## src/rtl/sdclk_pkg.sv

```systemverilog
package sdclk_pkg;
  localparam int DIV_W      = 3;
  localparam int DIV_MAX    = 6;
  localparam logic [DIV_W-1:0] DIV_HOLD = 3'd7;
  localparam int CNT_W      = DIV_MAX;
  localparam int INIT_CLKS  = 80;
  localparam int IRQ_W      = 12;
  localparam int IRQ_OFF_BIT = 4;
  localparam int STAT_W     = 16;
  localparam int STAT_RUN_BIT = 8;

  typedef enum logic [1:0] {
    CTL_NOP   = 2'b00,
    CTL_STOP  = 2'b01,
    CTL_START = 2'b10,
    CTL_RSVD  = 2'b11
  } ctl_code_e;
endpackage

```

## src/rtl/sdclk_divider.sv

```systemverilog
module sdclk_divider
  import sdclk_pkg::*;
(
  input  logic             clk,
  input  logic             rst_n,
  input  logic             start_req,
  input  logic             stop_req,
  input  logic [DIV_W-1:0] div_code,
  output logic             card_clk,
  output logic             running,
  output logic             rise_evt,
  output logic             stop_done,
  output logic             start_acc
);
  logic [DIV_W-1:0] div_q;
  logic [CNT_W-1:0] cnt;
  logic [CNT_W-1:0] lim;
  logic             stop_pend;
  logic             edge_pt;

  always_comb begin
    lim       = CNT_W'((32'd1 << div_q) - 32'd1);
    edge_pt   = running && (cnt == lim);
    start_acc = start_req && !running && (div_code != DIV_HOLD);
    stop_done = edge_pt && stop_pend;
    rise_evt  = edge_pt && !stop_pend && !card_clk;
  end

  always_ff @(posedge clk) begin
    if (!rst_n) begin
      running   <= 1'b0;
      div_q     <= '0;
      cnt       <= '0;
      card_clk  <= 1'b0;
      stop_pend <= 1'b0;
    end else if (start_acc) begin
      running   <= 1'b1;
      div_q     <= div_code;
      cnt       <= '0;
      card_clk  <= 1'b0;
      stop_pend <= 1'b0;
    end else if (running) begin
      if (stop_req) stop_pend <= 1'b1;
      if (edge_pt) begin
        cnt <= '0;
        if (stop_pend) begin
          running   <= 1'b0;
          card_clk  <= 1'b0;
          stop_pend <= 1'b0;
        end else begin
          card_clk <= ~card_clk;
        end
      end else begin
        cnt <= cnt + 1'b1;
      end
    end
  end

  AST_DIV_STABLE: assert property (@(posedge clk) disable iff (!rst_n)
    (running && $past(running)) |-> $stable(div_q));
  AST_HOLD_CODE: assert property (@(posedge clk) disable iff (!rst_n)
    (start_req && !running && div_code == DIV_HOLD) |=> !running);
  AST_OFF_LOW: assert property (@(posedge clk) disable iff (!rst_n)
    !running |-> !card_clk);
endmodule

```

## src/rtl/sdclk_init_burst.sv

```systemverilog
module sdclk_init_burst #(
  parameter int INIT_CLKS = 80
) (
  input  logic clk,
  input  logic rst_n,
  input  logic cmd_go,
  input  logic cmd_init,
  input  logic rise_evt,
  output logic busy,
  output logic cmd_start
);
  localparam int BC_W = $clog2(INIT_CLKS + 1);

  logic [BC_W-1:0] bcnt;

  assign busy = (bcnt != '0);

  always_ff @(posedge clk) begin
    if (!rst_n) begin
      bcnt      <= '0;
      cmd_start <= 1'b0;
    end else begin
      cmd_start <= 1'b0;
      if (cmd_go && !busy) begin
        if (cmd_init) bcnt <= BC_W'(INIT_CLKS);
        else          cmd_start <= 1'b1;
      end else if (busy && rise_evt) begin
        bcnt <= bcnt - 1'b1;
        if (bcnt == BC_W'(1)) cmd_start <= 1'b1;
      end
    end
  end

  AST_BURST_ENDS_START: assert property (@(posedge clk) disable iff (!rst_n)
    $fell(busy) |-> cmd_start);
  AST_START_PULSE: assert property (@(posedge clk) disable iff (!rst_n)
    cmd_start |=> !cmd_start);
endmodule

```

## src/rtl/sdclk_irq.sv

```systemverilog
module sdclk_irq #(
  parameter int IRQ_W   = 12,
  parameter int OFF_BIT = 4
) (
  input  logic             clk,
  input  logic             rst_n,
  input  logic             stop_done,
  input  logic             start_acc,
  input  logic             mask_wr,
  input  logic [IRQ_W-1:0] mask_wdata,
  output logic [IRQ_W-1:0] irq_raw,
  output logic             irq_out
);
  logic [IRQ_W-1:0] mask_q;
  logic             off_q;

  always_ff @(posedge clk) begin
    if (!rst_n) begin
      mask_q <= '1;
      off_q  <= 1'b0;
    end else begin
      if (mask_wr) mask_q <= mask_wdata;
      if (stop_done)      off_q <= 1'b1;
      else if (start_acc) off_q <= 1'b0;
    end
  end

  for (genvar b = 0; b < IRQ_W; b++) begin : g_raw
    if (b == OFF_BIT) begin : g_off
      assign irq_raw[b] = off_q;
    end else begin : g_zero
      assign irq_raw[b] = 1'b0;
    end
  end

  assign irq_out = |(irq_raw & ~mask_q);

  AST_OFF_SETS: assert property (@(posedge clk) disable iff (!rst_n)
    stop_done |=> irq_raw[OFF_BIT]);
  AST_START_CLEARS: assert property (@(posedge clk) disable iff (!rst_n)
    start_acc |=> !irq_raw[OFF_BIT]);
endmodule

```

## src/rtl/sdclk_gen.sv

```systemverilog
module sdclk_gen
  import sdclk_pkg::*;
#(
  parameter int INIT_CNT = INIT_CLKS,
  parameter int IW       = IRQ_W,
  parameter int SW       = STAT_W
) (
  input  logic             clk,
  input  logic             rst_n,
  input  logic [DIV_W-1:0] div_code,
  input  logic             ctl_wr,
  input  logic [1:0]       ctl_code,
  input  logic             mask_wr,
  input  logic [IW-1:0]    mask_wdata,
  input  logic             cmd_go,
  input  logic             cmd_init,
  output logic             card_clk,
  output logic [SW-1:0]    stat_word,
  output logic [IW-1:0]    irq_raw,
  output logic             irq_out,
  output logic             init_busy,
  output logic             cmd_start
);
  logic start_req, stop_req, running, rise_evt, stop_done, start_acc;

  assign start_req = ctl_wr && (ctl_code == CTL_START);
  assign stop_req  = ctl_wr && (ctl_code == CTL_STOP);

  sdclk_divider u_div (
    .clk(clk), .rst_n(rst_n), .start_req(start_req), .stop_req(stop_req),
    .div_code(div_code), .card_clk(card_clk), .running(running),
    .rise_evt(rise_evt), .stop_done(stop_done), .start_acc(start_acc)
  );

  sdclk_init_burst #(.INIT_CLKS(INIT_CNT)) u_init (
    .clk(clk), .rst_n(rst_n), .cmd_go(cmd_go), .cmd_init(cmd_init),
    .rise_evt(rise_evt), .busy(init_busy), .cmd_start(cmd_start)
  );

  sdclk_irq #(.IRQ_W(IW), .OFF_BIT(IRQ_OFF_BIT)) u_irq (
    .clk(clk), .rst_n(rst_n), .stop_done(stop_done), .start_acc(start_acc),
    .mask_wr(mask_wr), .mask_wdata(mask_wdata), .irq_raw(irq_raw),
    .irq_out(irq_out)
  );

  for (genvar b = 0; b < SW; b++) begin : g_stat
    if (b == STAT_RUN_BIT) begin : g_run
      assign stat_word[b] = running;
    end else begin : g_zero
      assign stat_word[b] = 1'b0;
    end
  end
endmodule

```

## config.mk

```make
export PLATFORM = sky130hd
export DESIGN_NAME = sdclk_gen
export DESIGN_NICKNAME = d
export VERILOG_FILES = /design/src/rtl/sdclk_pkg.sv /design/src/rtl/sdclk_divider.sv /design/src/rtl/sdclk_init_burst.sv /design/src/rtl/sdclk_irq.sv /design/src/rtl/sdclk_gen.sv
export SDC_FILE = /design/constraint.sdc
export NUM_CORES = 1
export LEC_CHECK = 0
export ABC_AREA = 0
export BUFFER_PORTS_ARGS = -buffer_cell sky130_fd_sc_hd__buf_2
export CORE_ASPECT_RATIO = 1.4
export CORE_MARGIN = 4
export CORE_UTILIZATION = 48
export DETAILED_ROUTE_END_ITERATION = 16
export PLACE_DENSITY_LB_ADDON = 0.1
export SYNTH_ARGS = -nofsm -noshare
export SYNTH_HDL_FRONTEND = slang
export SYNTH_SLANG_ARGS = --single-unit
```

## constraint.sdc

```tcl
create_clock -name clk -period 2.32 [get_ports clk]
set_input_delay 0.464 -clock clk [delete_from_list [all_inputs] [get_ports clk]]
set_output_delay 0.464 -clock clk [all_outputs]
set_load 0.005 [all_outputs]
```

### After elaboration in Yosys (flattened, before gate mapping)

Cells that the tools add are included.

* output and inout bits: 32
* register bits after elaboration: 33
* word-level logic and storage cells: 62

* equality and inequality tests: 6
* bitwise operators: 4
* reduce and logical (&&, ||, !) cells: 21
* shifts and indexed selects: 1
* $add $sub $neg: 3
* multiplexer cells: 18

Operators by type and width (count)
* $mux 7: 3
* $mux 1: 14
* $and 5x12->12: 1
* $not 12->12: 1
* $reduce_or 12->1: 1
* $logic_and 1x1->1: 10
* $eq 7x1->1 const B: 1
* $reduce_bool 7->1: 1
* $sub 7x1->7 const B: 1
* $add 6x1->6 const B: 1
* $eq 6x6->1: 1
* $mux 6: 1
* $shl 1x3->6 const A: 1
* $sub 6x1->6 const B: 1
* $logic_not 1->1: 4
* $reduce_and 2->1: 2
* $reduce_bool 2->1: 2
* $ne 3x3->1 const B: 1
* $eq 2x1->1 const B: 1
* $eq 2x2->1 const B: 1
* $ne 2x2->1 const B: 1
* $not 1->1: 2
* $reduce_or 2->1: 1

### Depth between registers and ports, before layout

* depth after elaboration: 9
* mapped depth: 8

### By module

Synthesis repeated with hierarchy kept, for this count alone.

* cells, all modules: 166
* area, all modules: 1427.6 um^2

By module, submodules not included
* sdclk_divider: cells each 78, area each 670.6 um^2, seq. area each 240.2 um^2, times used 1
* sdclk_init_burst: cells each 49, area each 440.4 um^2, seq. area each 160.2 um^2, times used 1
* sdclk_irq: cells each 20, area each 175.2 um^2, seq. area each 40.0 um^2, times used 1
* sdclk_gen: cells each 19, area each 141.4 um^2, seq. area each 0.0 um^2, times used 1

### Least setup slack after synthesis

OpenSTA, ideal clock, no wires.

* kind: reg-to-reg
* from: reg u_init.bcnt[0]
* to: reg u_init.bcnt[1]
* library setup time: 115 ps
* stages on the path, launching flop included: 8
* buffers on the path: 0
* arrival: 1727 ps
* period minus slack after synthesis: 1842 ps
* slack: 478 ps
* path through: dfxtp_1 inv_1 ha_1 or4b_4 nor3_4 nand3_2 o211a_1 o21a_1

* cells in the longest elaborated chain, start to end: 5

RTL lines
* start: declaration: RTL line sdclk_init_burst.sv:14 `logic [BC_W-1:0] bcnt;`
* start signal: assignment: RTL line sdclk_init_burst.sv:25 `if (cmd_init) bcnt <= BC_W'(INIT_CLKS);`
* start signal: assignment: RTL line sdclk_init_burst.sv:28 `bcnt <= bcnt - 1'b1;`
* parallel branches: the longest is 5 deep, another holds $sub 7x1->7

Parallel ways; which one is timed is not known. The select of a mux whose other input is x is not followed.
A chain may end at the register's enable or synchronous reset.

### Worst setup path after layout

* from: reg u_init.bcnt[0]
* to: out init_busy

* cells in the longest elaborated chain, start to end: 1

RTL lines
* $reduce_bool 7->1: RTL line sdclk_init_burst.sv:16 `assign busy = (bcnt != '0);`
* end: declaration: RTL line sdclk_gen.sv:21 `output logic init_busy,`

Every way passes these cells.

==> flow_summary.yaml <==
run_status:
  status: "finished, final reports clean"
flow_run:
  drv_cap: 0
clock_tree:
  numClockSinks: 22
  clkSlewWorstSetupHoldPaths_ns: 0.07
  clk_path_buf_depth: 2
  post_cts_resized: 0
  numCtsBuffers: 3
  postCtsHoldBufs: 0
  worst_skew_pair.late_latency_ns: 0.25
  htree_levels: 1
  root_buffer: "clkbuf_8"
  cts_tree: "done"
min_path:
  min_path_type: "input pin to flop"
  hold_path_depth: 3
  hold_path_end: "u_irq.mask_q[4]$_SDFFE_PN1P_"
  hold_start: "mask_wdata[4]"
worst_setup_path:
  ff2ff_setup_slack_ns: 0.27
  rr_worst_depth: 9
  cp_max_fo: 4
  worstPathCellList: "inv_1 > ha_1 > or4b_4 > nor3_4 > inv_2 > buf_2"
  crit_type: "flop to output pin"
  timing.rr.end: "u_init.bcnt[3]$_SDFFE_PN0P_"
  cp_slowest_cell: "or4b_4"
  r2r_start: "u_init.bcnt[0]$_SDFFE_PN0P_"
  cpPeakStageDelay_ns: 0.51
  cp-end-kind: "output pin"
  worstPathRequired_ns: 1.86
  critPathLaunchType: "flop"
  arrival_ns: 1.74
finish:
  finish.utilization: 0.517
  n_fill_cell: 293
  final_cell_mix: "26 x conb_1, 22 x dfxtp_1, 17 x buf_2"
  num_antenna_cells: 0
  nNetsFinal: 210
  syn2layout_area_growth_pct: 3.57
  drive_gt1_frac: 0.220
  final_common_cell: "conb_1"
placement:
  hpwl_microns: 2260
  routabilityCongestion: 0.883
  portBuffers: 17
  dp_slack_ns: 0.234
drt:
  wl_microns: 2850
  drt-vias-per-instance: 5.05
  vias: 1105
  drtAntennaViolNets: 0
  first_pass_iters: 4
  wl_per_cell_microns: 13.0
  drc_errors: 0
  first_iter_violations: 33
global_routing:
  grt_first_pass_wirelength_microns: 4700
  grt_overflow: 0
  grt_max_degree: 15
  grt_util_all_layers: 0.159
  gr-max-usage-layer: "met2"
  grt_pass1_vias: 1033
  antenna_found_initial: 0
  use_met3: 0.0184
  use_met2: 0.281
  met1_usage: 0.186
sta:
  finalClockSkew_ns: 0.00138
  maxSlewViolCount: 0
  hold_viol_final: 0
  finalSetupTns_ns: 0
  fmax_mhz: 454
  fin_crit_ns: 2.20
  fin_crit_sh: 0.949
  rsz0062_at_grt: "no"
  setup_violations: 0
  layout_setup_ws_ns: 0.119
logic_synthesis:
  synth.cell_area_sq_um: 1440
  synth_enable_flop_cells: 0
  synth_cell_type_count: 51
  synth_cells: 166
  ys_ff_latch: 22
  avgSynthCellArea_sq_um: 8.65
  seq_area_frac_synth: 0.307
  synth_ff_type: "dfxtp_1"
  yosysWarnings: 0
  async_reset_ff_frac: 0
power_and_ir_drop:
  p_leak_nw: 0.636
  irDropWorstVdd_mv: 0.337
  powerDensity_nw_per_um2: 541
floorplan:
  io_pins: 55
  die_h_microns: 72.7
  die_area_sq_um: 3940
  core-area_sq_um: 2880
  placementRows: 23
  die_x_microns: 54.2
  start_util: 0.499
==> power breakdown <==
group / switching (W) / internal [W] / leakage [nW]
clock network: 0.000111 / 0.000116 / 0.0216
registers: 0.0000178 / 0.000391 / 0.179
logic: 0.0000981 / 0.0000703 / 0.436
total: 0.000227 / 0.000577 / 0.636
==> registers in the layout, summed over array words and instances, names as in the netlist <==
register and cells:
u_init.bcnt 7, u_div.cnt 6, u_div.div_q 3, u_div.card_clk 1, u_div.running 1, u_div.stop_pend 1, u_init.cmd_start 1, u_irq.mask_q 1
u_irq.off_q 1
==> metal layers <==
metal / routed length (microns) / share of wire
met3: 88 / 0.031
met5: 0 / 0
met1: 1140 / 0.40
met4: 49 / 0.017
met2: 1570 / 0.55
==> worst max-delay path by stage <==
stage	endpoint	cells past startpoint	startpoint	slack (ns)
2_1_floorplan	u_init.bcnt[1]$_SDFFE_PN0P_	7	u_init.bcnt[0]$_SDFFE_PN0P_	0.48
3_3_place_gp	init_busy	6	u_init.bcnt[0]$_SDFFE_PN0P_	0.25
3_5_place_dp	init_busy	6	u_init.bcnt[0]$_SDFFE_PN0P_	0.23
4_1_cts	init_busy	6	u_init.bcnt[0]$_SDFFE_PN0P_	0.04
5_1_grt	init_busy	6	u_init.bcnt[0]$_SDFFE_PN0P_	0.02
6_report	init_busy	6	u_init.bcnt[0]$_SDFFE_PN0P_	0.12
==> critical path, delay by kind of cell (launching register included) <==
family | cells | cell delay, ns
and+or+nand+nor | 2 | 0.67
DFF | 1 | 0.34
buffers and inverters | 3 | 0.27
adders and majority gates | 1 | 0.20
==> logic make-up after synthesis <==
group | Yosys count | share of synthesized area
AO/OA/AOI/OAI | 33 | 0.178
adder cells (fa/ha/maj) | 3 | 0.0261
other | 1 | 0.00261
XOR/XNOR | 5 | 0.0305
multiplexers | 4 | 0.0287
AND/OR/NAND/NOR | 52 | 0.223
buffers and inverters | 46 | 0.205
flip-flops | 22 | 0.307
==> through the flow <==
step | total power (W) | hold slack (ns) | cells | area [sq um]
floorplan | 0.000566 | 0.443 | 191 | 1530
global placement | 0.000575 | 0.465 | 215 | 1440
detailed placement | 0.000578 | 0.472 | 215 | 1440
CTS | 0.000812 | 0.427 | 219 | 1490
global route | 0.000850 | 0.449 | 219 | 1490
finish | 0.000805 | 0.426 | 219 | 1490
==> area by class of cell <==
type                       instances  area, sq um  area share
tap                               37         46.3      0.0311
sequential                        22          440       0.296
timing repair buffer              21          115      0.0774
multi-input combinational        123          796       0.535
inverter                          13         48.8      0.0328
clock buffer                       3         41.3      0.0278
==> Yosys cell counts, drive strengths merged, types with 3 or more instances <==
master / instances / area share
buf: 31 / 0.17
xor2: 4 / 0.024
nand4b: 3 / 0.018
o31ai: 3 / 0.016
ha: 3 / 0.026
mux2i: 3 / 0.021
nand3: 7 / 0.028
nor3: 7 / 0.036
nand4: 5 / 0.032
nor2: 12 / 0.031
a21oi: 6 / 0.021
nand2: 8 / 0.021
inv: 13 / 0.034
dfxtp: 22 / 0.31
o21ai: 4 / 0.017
o221a: 3 / 0.024
==> repair_timing <==
action,in CTS,in global routing
setup buffers,1,0
pin swaps,1,1
endpoints found under the setup margin,1,1
gates cloned,0,0
Power figures use the tool's default switching activity.
